### src/rtl/mshift_pkg.sv
package mshift_pkg;

    localparam int DATA_W  = 8;
    localparam int SHAMT_W = $clog2(DATA_W);
    localparam int OP_W    = 3;
    localparam int PROD_W  = 2 * DATA_W;

    typedef enum logic [OP_W-1:0] {
        OP_MULU = 3'd0,
        OP_MULS = 3'd1,
        OP_SHL  = 3'd2,
        OP_SHR  = 3'd3,
        OP_SHRA = 3'd4
    } op_e;

    // Multiplicand must be sign-extended for these codes
    function automatic logic needs_sext(input op_e op);
        return (op == OP_MULS) || (op == OP_SHRA);
    endfunction

    function automatic logic is_right_shift(input op_e op);
        return (op == OP_SHR) || (op == OP_SHRA);
    endfunction

endpackage

### src/rtl/mshift_operand_former.sv
module mshift_operand_former
    import mshift_pkg::*;
#(
    parameter int W  = DATA_W,
    localparam int SW = $clog2(W)
) (
    input  op_e            op,
    input  logic [W-1:0]   dst_v,
    input  logic [W-1:0]   src_v,
    input  logic [SW-1:0]  shamt,
    output logic [2*W-1:0] mcand,
    output logic [2*W-1:0] mplier
);

    always_comb begin
        if (needs_sext(op)) begin
            mcand = {{W{dst_v[W-1]}}, dst_v};
        end else begin
            mcand = {{W{1'b0}}, dst_v};
        end

        mplier = '0;
        case (op)
            OP_MULS: mplier = {{W{src_v[W-1]}}, src_v};
            OP_SHL:  mplier[shamt] = 1'b1;
            OP_SHR,
            OP_SHRA: mplier[W - int'(shamt)] = 1'b1;
            default: mplier = {{W{1'b0}}, src_v};
        endcase
    end

    // Shift weight must be a single power of two
    always_comb begin
        if (op == OP_SHL || is_right_shift(op)) begin

            weight_onehot_chk: assert ($countones(mplier) == 1);
        end
    end

endmodule

### src/rtl/mshift_mult_core.sv
module mshift_mult_core
    import mshift_pkg::*;
#(
    parameter int W  = DATA_W,
    localparam int SW = $clog2(W),
    localparam int PW = 2 * W
) (
    input  logic [PW-1:0] mcand,
    input  logic [PW-1:0] mplier,
    input  op_e           op,
    input  logic [W-1:0]  dst_v,
    input  logic [W-1:0]  src_v,
    input  logic [SW-1:0] shamt,
    output logic [W-1:0]  hi,
    output logic [W-1:0]  lo
);

    logic [PW-1:0] prod;

    assign prod     = mcand * mplier;
    assign {hi, lo} = prod;

    logic signed [PW-1:0] sra_ref;
    logic signed [PW-1:0] smul_ref;
    logic        [PW-1:0] umul_ref;

    always_comb begin
        sra_ref  = $signed({dst_v, {W{1'b0}}}) >>> shamt;
        smul_ref = PW'($signed(dst_v) * $signed(src_v));
        umul_ref = PW'(dst_v) * PW'(src_v);
        case (op)
            OP_MULS: begin

                smul_chk: assert (prod == smul_ref);
            end
            OP_SHL: begin

                shl_chk: assert (prod == ({{W{1'b0}}, dst_v} << shamt));
            end
            OP_SHR: begin

                shr_chk: assert (prod == ({dst_v, {W{1'b0}}} >> shamt));
            end
            OP_SHRA: begin

                shra_chk: assert (prod == sra_ref);
            end
            default: begin

                umul_chk: assert (prod == umul_ref);
            end
        endcase
    end

endmodule

### src/rtl/mshift_out_stage.sv
module mshift_out_stage #(
    parameter int W = 8
) (
    input  logic         clk,
    input  logic         rst,
    input  logic         in_valid,
    output logic         in_ready,
    input  logic [W-1:0] hi_d,
    input  logic [W-1:0] lo_d,
    output logic         out_valid,
    input  logic         out_ready,
    output logic [W-1:0] hi_q,
    output logic [W-1:0] lo_q
);

    logic v_q;

    assign in_ready  = !v_q || out_ready;
    assign out_valid = v_q;

    always_ff @(posedge clk) begin
        if (rst) begin
            v_q  <= 1'b0;
            hi_q <= '0;
            lo_q <= '0;
        end else if (in_ready) begin
            v_q <= in_valid;
            if (in_valid) begin
                hi_q <= hi_d;
                lo_q <= lo_d;
            end
        end
    end


    reset_clear_chk: assert property (@(posedge clk) disable iff (rst)
        $fell(rst) |-> (!out_valid && hi_q == '0 && lo_q == '0));


    accept_chk: assert property (@(posedge clk) disable iff (rst)
        (in_valid && in_ready) |=> out_valid);


    drain_chk: assert property (@(posedge clk) disable iff (rst)
        (out_valid && out_ready && !in_valid) |=> !out_valid);


    hold_chk: assert property (@(posedge clk) disable iff (rst)
        (out_valid && !out_ready) |=> (out_valid && $stable(hi_q) && $stable(lo_q)));


    stall_ready_chk: assert property (@(posedge clk) disable iff (rst)
        (out_valid && !out_ready) |-> !in_ready);

endmodule

### src/rtl/mshift_unit.sv
module mshift_unit
    import mshift_pkg::*;
#(
    parameter int W       = DATA_W,
    parameter bit REG_OUT = 1'b1,
    localparam int SW     = $clog2(W),
    localparam int PW     = 2 * W
) (
    input  logic          clk,
    input  logic          rst,
    input  logic          in_valid,
    output logic          in_ready,
    input  logic [2:0]    in_op,
    input  logic [W-1:0]  in_dst,
    input  logic [W-1:0]  in_src,
    input  logic [SW-1:0] in_shamt,
    output logic          out_valid,
    input  logic          out_ready,
    output logic [W-1:0]  out_acc,
    output logic [W-1:0]  out_dst,
    output logic          out_flags_keep
);

    op_e           op;
    logic [PW-1:0] mcand;
    logic [PW-1:0] mplier;
    logic [W-1:0]  prod_hi;
    logic [W-1:0]  prod_lo;

    assign op = op_e'(in_op);

    mshift_operand_former #(.W(W)) u_former (
        .op     (op),
        .dst_v  (in_dst),
        .src_v  (in_src),
        .shamt  (in_shamt),
        .mcand  (mcand),
        .mplier (mplier)
    );

    mshift_mult_core #(.W(W)) u_core (
        .mcand  (mcand),
        .mplier (mplier),
        .op     (op),
        .dst_v  (in_dst),
        .src_v  (in_src),
        .shamt  (in_shamt),
        .hi     (prod_hi),
        .lo     (prod_lo)
    );

    generate
        if (REG_OUT) begin : g_reg
            mshift_out_stage #(.W(W)) u_stage (
                .clk       (clk),
                .rst       (rst),
                .in_valid  (in_valid),
                .in_ready  (in_ready),
                .hi_d      (prod_hi),
                .lo_d      (prod_lo),
                .out_valid (out_valid),
                .out_ready (out_ready),
                .hi_q      (out_dst),
                .lo_q      (out_acc)
            );
        end else begin : g_comb
            assign in_ready  = out_ready;
            assign out_valid = in_valid;
            assign out_dst   = prod_hi;
            assign out_acc   = prod_lo;
        end
    endgenerate

    // Flags are never written by these operations
    assign out_flags_keep = out_valid;


    flags_keep_chk: assert property (@(posedge clk) disable iff (rst)
        out_valid |-> out_flags_keep);

endmodule

### config.mk
export PLATFORM = sky130hd
export DESIGN_NAME = mshift_unit
export DESIGN_NICKNAME = d
export VERILOG_FILES = /design/src/rtl/mshift_pkg.sv /design/src/rtl/mshift_operand_former.sv /design/src/rtl/mshift_mult_core.sv /design/src/rtl/mshift_out_stage.sv /design/src/rtl/mshift_unit.sv
export SDC_FILE = /design/constraint.sdc
export NUM_CORES = 1
export LEC_CHECK = 0
export ABC_AREA = 1
export BUFFER_PORTS_ARGS = -buffer_cell sky130_fd_sc_hd__buf_4
export CELL_PAD_IN_SITES_DETAIL_PLACEMENT = 1
export CELL_PAD_IN_SITES_GLOBAL_PLACEMENT = 2
export CORE_MARGIN = 2
export CORE_UTILIZATION = 38
export DETAILED_ROUTE_END_ITERATION = 6
export PLACE_DENSITY = 0.93
export RECOVER_POWER = 25
export SLEW_MARGIN = 20
export SYNTH_ARGS = -nofsm -noshare
export SYNTH_HDL_FRONTEND = slang
export SYNTH_SLANG_ARGS = --single-unit
### constraint.sdc
create_clock -name clk -period 11.2 [get_ports clk]
set_clock_uncertainty 0.1 [all_clocks]
set_input_delay 1.12 -clock clk [delete_from_list [all_inputs] [get_ports clk]]
set_output_delay 1.12 -clock clk [all_outputs]
set_load 0.1 [all_outputs]
==> out/qor.json, run 1 <==
{
  "max_cap_violations": {"value": 0},
  "grtUsageTotal": {"value": 0.202},
  "gp_routability_congestion": {"value": 0.950},
  "min_delay_worst_endpoint": {"value": "g_reg.u_stage.lo_q[2]$_SDFFE_PP0P_"},
  "synthDistinctLibCells": {"value": 33},
  "area_of_the_die": {"value": 0.0133, "unit": "sq mm"},
  "cts_inserted_buffers": {"value": 3},
  "power.density_cell_area": {"value": 152, "unit": "mW/mm^2"},
  "start_util": {"value": 0.390},
  "num-nets-final": {"value": 842},
  "crit_start_category": {"value": "input port"},
  "synth_edf_count": {"value": 0},
  "nFillCells": {"value": 1538},
  "timing.hold.worst.class": {"value": "flop to flop"},
  "timing.rr.end": {"value": "g_reg.u_stage.hi_q[3]$_SDFFE_PP0P_"},
  "route.antenna.remaining_nets": {"value": 0},
  "cts_tree": {"value": "yes"},
  "die_h": {"value": 115, "unit": "um"},
  "number_of_sinks_driven_by_the_clock_tree": {"value": 17},
  "layout_overhead_on_the_synthesized_area": {"value": 11.7, "unit": "%"},
  "insertion_delay": {"value": 0.25, "unit": "ns"},
  "synthDominantAreaCellType": {"value": "fa_1"},
  "n_antenna_cell": {"value": 0},
  "core-area": {"value": 0.0121, "unit": "sq mm"},
  "post-layout-total-power": {"value": 800, "unit": "uW"},
  "synthesis.yosys.warnings": {"value": 0},
  "grt-ovfl-total": {"value": 0},
  "pin_count": {"value": 45},
  "firstDrtPassIters": {"value": 4},
  "period_minus_slack": {"value": 7.57, "unit": "ns"},
  "final.period_utilization": {"value": 0.676},
  "worst-r2r-setup-slack": {"value": 9.35, "unit": "ns"},
  "r2r_path_start": {"value": "g_reg.u_stage.out_valid$_SDFFE_PP0N_"},
  "totalWireLength": {"value": 12.2, "unit": "mm"},
  "timing_worst_slew_pin_value": {"value": 1.17, "unit": "ns"},
  "multi_input_combinational_cell_area": {"value": 0.00363, "unit": "sq mm"},
  "ys.flop_type": {"value": "dfxtp_1"},
  "end_kind": {"value": "flop"},
  "synth_sequential_area_ratio": {"value": 0.0724},
  "dr_total_vias": {"value": 4118},
  "holdPathStages": {"value": 2},
  "hold_path_startpoint": {"value": "g_reg.u_stage.lo_q[2]$_SDFFE_PP0P_"},
  "syn_area": {"value": 0.00470, "unit": "sq mm"},
  "slew_headroom": {"value": 0.223},
  "worstRegToRegCells": {"value": 6},
  "clk_pin_slew": {"value": 0.05, "unit": "ns"},
  "critPathMaxStageDelay": {"value": 0.63, "unit": "ns"},
  "final-hold-violation-count": {"value": 0},
  "setup_viol_count_final": {"value": 0},
  "worstPathArrival": {"value": 7.58, "unit": "ns"},
  "die-width": {"value": 115, "unit": "um"},
  "rows": {"value": 40},
  "cts_root_buffer": {"value": "clkbuf_16"},
  "grt_pass1_wl": {"value": 21.5, "unit": "mm"},
  "cts_hold_buffers": {"value": 0},
  "maxClockFrequency": {"value": 0.132, "unit": "GHz"},
  "p_leak": {"value": 0.00292, "unit": "uW"},
  "worst_case_setup_margin_in_the_final_layout": {"value": 3.63, "unit": "ns"},
  "syn-mean-instance-area": {"value": 7.23, "unit": "sq um"},
  "post-place-ws": {"value": 3.43, "unit": "ns"},
  "h-tree-depth": {"value": 1},
  "layout.cells.most_common_list": {"value": "inv_1, nor2_1, nand2_1"},
  "grt_start_max_net_pins": {"value": 21},
  "final_layout_size_suffix_gt1_frac": {"value": 0.0813},
  "post_cts_resized": {"value": 0},
  "finalSetupTns": {"value": 0, "unit": "ns"},
  "yosysTopAreaCellShare": {"value": 0.328},
  "slowest_cell_on_the_critical_path": {"value": "fa_1"},
  "clk_buf_depth": {"value": 2},
  "final-max-slew-violation-count": {"value": 0},
  "grt_setup_unrepaired": {"value": "no"},
  "crit_path_frequent_cell": {"value": "inv_1"},
  "vias_per_cell": {"value": 4.81},
  "outcome": {"value": "finished, final reports clean"},
  "timing_worst_setup_path_type": {"value": "input port to flop"},
  "initialDrtViolationCount": {"value": 184},
  "crit_required": {"value": 11.21, "unit": "ns"},
  "synth_seq_cells": {"value": 17},
  "drt_drc_violations_left": {"value": 0},
  "place.port_buffers": {"value": 44},
  "dp.final_hpwl": {"value": 10.7, "unit": "mm"},
  "grt_antenna_before_repair": {"value": 0},
  "synth.area.top_cells": {"value": "fa_1, inv_1, ha_1"},
  "netlist_instances": {"value": 650},
  "layout.cells.most_common": {"value": "inv_1"},
  "timing.critical_path.fanout_max": {"value": 9},
  "routed_wire_length_per_instance": {"value": 14.3, "unit": "um"},
  "ir_drop": {"value": 0.0000844, "unit": "V"},
  "cts_setup_buffers": {"value": 0},
  "async_flop_share": {"value": 0},
  "syn-num-nets": {"value": 802},
  "seq_area": {"value": 340, "unit": "sq um"},
  "grt_pass1_vias": {"value": 4634}
}
## critical path, delay by kind of cell
family,cells,cell delay [ns]
AOI/OAI and AO/OA,3,0.80
buffers and inverters,9,0.80
and+or+nand+nor,10,1.36
adders and majority gates,7,3.49
## cells by family (layout without fill, tap and decap cells)
| group | count (synthesis) | in the layout | share of synthesized area |
|---|---|---|---|
| buf+inv | 191 | 230 | 0.154 |
| fa+ha+maj | 126 | 126 | 0.459 |
| xor+xnor | 16 | 16 | 0.0298 |
| simple gates | 250 | 250 | 0.226 |
| compound gates | 50 | 50 | 0.0586 |
| flops | 17 | 17 | 0.0724 |
## report_power, final
group	switching, uW	total (uW)	internal (uW)	leakage (uW)
Sequential	7.48	83.0	75.5	0.000141
Clock	23.8	71.5	47.8	0.0000409
Combinational	434	645	211	0.00274
Total	466	800	334	0.00292
## area by class of cell
cell class              instances  area share
inverters                     182       0.130
multi-input cells             442       0.692
repair buffers                 44      0.0572
well taps                     168      0.0401
clock inverters                 1    0.000954
clock buffers                   3      0.0143
flip-flops and latches         17      0.0649
## routing by layer
metal  wire length [um]  vias to the layer above  track usage
met5                  0                        -            0
met4                143                        0       0.0361
met3                288                        6       0.0132
met2               6590                       41        0.387
met1               5230                     2055        0.249
li1                   -                     2016            -
## flip-flops by register name, summed over array words and instances (netlist names)
signal / count
g_reg.u_stage.out_valid: 1
g_reg.u_stage.hi_q: 8
g_reg.u_stage.lo_q: 8
## cell usage after synthesis (2+ instances only)
| cell type | instances |
|---|---|
| fa_1 | 77 |
| nand3b_1 | 2 |
| clkbuf_1 | 7 |
| nor3_1 | 5 |
| xnor2_1 | 6 |
| nand3_1 | 35 |
| nand3_2 | 2 |
| xor2_1 | 10 |
| o22ai_1 | 4 |
| o21ai_0 | 19 |
| buf_4 | 2 |
| nor2_1 | 101 |
| nand2_2 | 2 |
| ha_1 | 49 |
| nand2_1 | 89 |
| inv_1 | 178 |
| a21oi_1 | 19 |
| inv_2 | 3 |
| dfxtp_1 | 17 |
| or2_2 | 5 |
| nand4_1 | 6 |
## worst max-delay path by stage
stage                     startpoint                                  to  slack (ns)  cells past startpoint
after detailed placement    in_op[2]  g_reg.u_stage.hi_q[7]$_SDFFE_PP0P_        3.43                     29
final                       in_op[2]  g_reg.u_stage.hi_q[7]$_SDFFE_PP0P_        3.63                     29
after global placement      in_op[2]  g_reg.u_stage.hi_q[7]$_SDFFE_PP0P_        3.72                     29
after global routing        in_op[2]  g_reg.u_stage.hi_q[7]$_SDFFE_PP0P_        3.19                     29
after floorplan             in_op[2]  g_reg.u_stage.hi_q[7]$_SDFFE_PP0P_        4.30                     28
after CTS                   in_op[2]  g_reg.u_stage.hi_q[7]$_SDFFE_PP0P_        3.65                     29
## through the flow
stage | utilization | std cells | instance area, sq um | hold slack, ns
detailed placement | 0.431 | 853 | 5200 | 0.381
global route | 0.435 | 857 | 5250 | 0.409
floorplan | - | 650 | 4700 | 0.822
CTS | 0.438 | 857 | 5280 | 0.393
finish | 0.435 | 857 | 5250 | 0.388
global placement | 0.431 | 853 | 5200 | 0.367
Power figures use the tool's default switching activity.
==> inputs of run 2 (changes only) <==
ABC_AREA = 0   (was 1)
CORE_UTILIZATION = 34   (was 38)
PLACE_DENSITY = 0.84   (was 0.93)
clock period = 6.2 ns   (was 11.2 ns; I/O delays follow)
==> run 2 against run 1 <==
The run now ends with setup timing left. Cell count down 5.4%. Register-to-register slack worse by 4.7 ns. Sequential share of layout area down 0.61 points.
==> out/qor.json, run 2 <==
{
  "outcome": {"value": "finished, violations left"},
  "dr_total_vias": {"value": 3738},
  "final.period_utilization": {"value": 1.01},
  "final_layout_size_suffix_gt1_frac": {"value": 0.231},
  "synth_sequential_area_ratio": {"value": 0.0735},
  "synthesis.yosys.warnings": {"value": 0},
  "timing_worst_setup_path_type": {"value": "input port to flop"},
  "clk_buf_depth": {"value": 2},
  "yosysTopAreaCellShare": {"value": 0.333},
  "crit_chain": {"value": "buf_4 -> or3b_4 -> buf_6 -> nor2_4 -> a311o_1 -> nand2_1 -> fa_1 -> inv_1 -> fa_1 -> inv_1 -> fa_1 -> fa_1 -> fa_1 -> fa_2 -> xnor2_2 -> xnor2_2 -> xnor3_1 -> xnor2_1 -> xnor2_1 -> xnor2_2 -> xnor2_1 -> nand2_1 -> a21oi_2"},
  "hold_path_startpoint": {"value": "g_reg.u_stage.hi_q[2]$_SDFFE_PP0P_"},
  "end_kind": {"value": "flop"},
  "nFillCells": {"value": 1577},
  "critPathTopFamily": {"value": "adder cells"},
  "die_h": {"value": 121, "unit": "um"},
  "worst_case_setup_margin_in_the_final_layout": {"value": -0.0465, "unit": "ns"},
  "cp.buffers_inverters": {"value": 4},
  "worstPathArrival": {"value": 6.33, "unit": "ns"},
  "core-area": {"value": 0.0133, "unit": "sq mm"},
  "routed_wire_length_per_instance": {"value": 14.9, "unit": "um"},
  "dp.final_hpwl": {"value": 10.4, "unit": "mm"},
  "clk_pin_slew": {"value": 0.05, "unit": "ns"},
  "p_int": {"value": 811, "unit": "uW"},
  "clock_power_share": {"value": 0.076},
  "period_minus_slack": {"value": 6.25, "unit": "ns"},
  "layout.cells.most_common": {"value": "inv_1"},
  "totalWireLength": {"value": 12.1, "unit": "mm"},
  "start_util": {"value": 0.348},
  "vias_per_cell": {"value": 4.61},
  "area_of_the_die": {"value": 0.0146, "unit": "sq mm"},
  "synthDistinctLibCells": {"value": 49},
  "p_leak": {"value": 0.00285, "unit": "uW"},
  "layout.cells.most_common_list": {"value": "inv_1, buf_4, fa_1"},
  "pwr-share-comb": {"value": 0.830},
  "syn_area": {"value": 0.00463, "unit": "sq mm"},
  "grt_pass1_wl": {"value": 20.5, "unit": "mm"},
  "n_antenna_cell": {"value": 0},
  "final-max-slew-violation-count": {"value": 0},
  "grt_antenna_before_repair": {"value": 0},
  "seq_area": {"value": 340, "unit": "sq um"},
  "place.port_buffers": {"value": 44},
  "pin_count": {"value": 45},
  "initialDrtViolationCount": {"value": 122},
  "fin_cells": {"value": 811},
  "slew_headroom": {"value": 0.219},
  "post_synth_most_frequent_cells": {"value": "inv_1, fa_1, nand2_1, and2_1, ha_1"},
  "grt-ovfl-total": {"value": 0},
  "gp_routability_congestion": {"value": 0.896},
  "cts_root_buffer": {"value": "clkbuf_16"},
  "yosysMostFrequentCell": {"value": "inv_1"},
  "violations": {"value": "setup timing"},
  "power_frac_seq": {"value": 0.094},
  "power.density_cell_area": {"value": 293, "unit": "mW/mm^2"},
  "crit_path_frequent_cell": {"value": "fa_1"},
  "cts_inserted_buffers": {"value": 3},
  "route.antenna.remaining_nets": {"value": 0},
  "num-nets-final": {"value": 788},
  "insertion_delay": {"value": 0.25, "unit": "ns"},
  "synth_edf_count": {"value": 0},
  "critPathMaxStageDelay": {"value": 0.55, "unit": "ns"},
  "number_of_sinks_driven_by_the_clock_tree": {"value": 17},
  "crit_required": {"value": 6.29, "unit": "ns"},
  "crit_start_category": {"value": "input port"},
  "netlist_instances": {"value": 545},
  "grt_pass1_vias": {"value": 4300},
  "ir_drop": {"value": 0.000145, "unit": "V"},
  "timing.critical_path.fanout_max": {"value": 7},
  "post-place-ws": {"value": -0.765, "unit": "ns"},
  "critPathLaunch": {"value": "in_op[0]"},
  "max_cap_violations": {"value": 0},
  "cts_tree": {"value": "yes"},
  "ys.flop_type": {"value": "dfxtp_1"},
  "die-width": {"value": 121, "unit": "um"},
  "firstDrtPassIters": {"value": 4},
  "final-hold-violation-count": {"value": 0},
  "r2r_path_start": {"value": "g_reg.u_stage.out_valid$_SDFFE_PP0N_"},
  "timing.hold.worst.class": {"value": "flop to flop"},
  "synthDominantAreaCellType": {"value": "fa_1"},
  "switching_share_of_total_power": {"value": 0.522},
  "layout_overhead_on_the_synthesized_area": {"value": 25.0, "unit": "%"},
  "syn-mean-instance-area": {"value": 8.50, "unit": "sq um"},
  "grtUsageTotal": {"value": 0.174},
  "dpl.cell_count": {"value": 801},
  "grt_start_max_net_pins": {"value": 19},
  "timing_worst_slew_pin_value": {"value": 1.18, "unit": "ns"},
  "maxClockFrequency": {"value": 0.160, "unit": "GHz"},
  "synth.area.top_cells": {"value": "fa_1, ha_1, inv_1"},
  "async_flop_share": {"value": 0},
  "rows": {"value": 42},
  "syn-num-nets": {"value": 697},
  "synth_seq_cells": {"value": 17},
  "p_sw": {"value": 885, "unit": "uW"},
  "grt_setup_unrepaired": {"value": "yes"},
  "h-tree-depth": {"value": 1},
  "multi_input_combinational_cell_area": {"value": 0.00389, "unit": "sq mm"},
  "drt_drc_violations_left": {"value": 0},
  "slowest_cell_on_the_critical_path": {"value": "fa_1"},
  "setup_viol_count_final": {"value": 1}
}
## run 2: cell types whose count changed after synthesis, moves of 9 or more
cell	previous run	this run
xnor2_1	6	29
nand2_1	89	56
o21ai_0	19	4
nand2b_1	0	9
nand3_1	35	2
inv_1	178	127
and2_1	0	49
a21oi_1	19	28
nor2b_1	0	18
nor2_1	101	12
## run 2: per-layer routing
layer / global-route usage / part of all wire / up-vias
li1: - / - / 1823
met4: 0.0378 / 0.012 / 0
met1: 0.215 / 0.44 / 1848
met3: 0.00802 / 0.022 / 11
met2: 0.333 / 0.52 / 56
met5: 0 / 0 / -
## run 2: final timing paths
kind                                   endpoint  slack, ns  depth (start not counted)
max          g_reg.u_stage.hi_q[7]$_SDFFE_PP0P_      -0.05                         23
min          g_reg.u_stage.hi_q[2]$_SDFFE_PP0P_       0.35                          2
max reg2reg  g_reg.u_stage.lo_q[0]$_SDFFE_PP0P_       4.68                          4
min reg2reg  g_reg.u_stage.hi_q[2]$_SDFFE_PP0P_       0.35                          2
## run 2: stage by stage
step | util | total power (uW) | hold slack (ns) | setup TNS (ns) | instance area, sq um
after floorplan | - | 1110 | 0.648 | 0 | 4660
after global placement | 0.415 | 1470 | 0.340 | -1.35 | 5520
after detailed placement | 0.415 | 1530 | 0.349 | -2.39 | 5520
after CTS | 0.429 | 1690 | 0.358 | -0.0400 | 5700
after global routing | 0.436 | 1870 | 0.381 | -0.774 | 5790
final | 0.436 | 1700 | 0.354 | -0.0465 | 5790
## run 2: cell families (layout without fill, tap and decap cells)
logic type	Yosys count	in the layout	share of synthesized area
simple gates	165	165	0.193
buf+inv	146	236	0.127
fa+ha+maj	126	126	0.465
compound gates	58	58	0.0762
xor+xnor	32	32	0.0635
flops	17	17	0.0735
mux	1	1	0.00216
## run 2: timing repair
action	in CTS	in global routing
endpoints found under the setup margin	5	6
hold buffers	0	0
buffers inserted	3	3
pin swaps	29	24
gates resized for setup	23	19
## run 2: worst reg2reg max path, stage by stage (launching register included)
cell      delay, ns
dfxtp_1        0.32
nand2b_1       0.13
and2_1         0.53
nand3b_1       0.18
a21oi_1        0.19
## run 2: layout make-up
cell class	count	area share
Clock buffer	4	0.0136
Inverter	127	0.0823
Multi-Input combinational cell	382	0.671
Sequential cell	17	0.0588
Tap cell	176	0.0380
Timing Repair Buffer	105	0.136
## run 2: power groups by stage
stage / combinational [uW] / sequential, uW / clock [uW]
after global routing: 1570 / 162 / 136
after global placement: 1310 / 159 / 0
final: 1410 / 159 / 129
after floorplan: 725 / 389 / 0
after detailed placement: 1370 / 162 / 0
after CTS: 1400 / 160 / 132
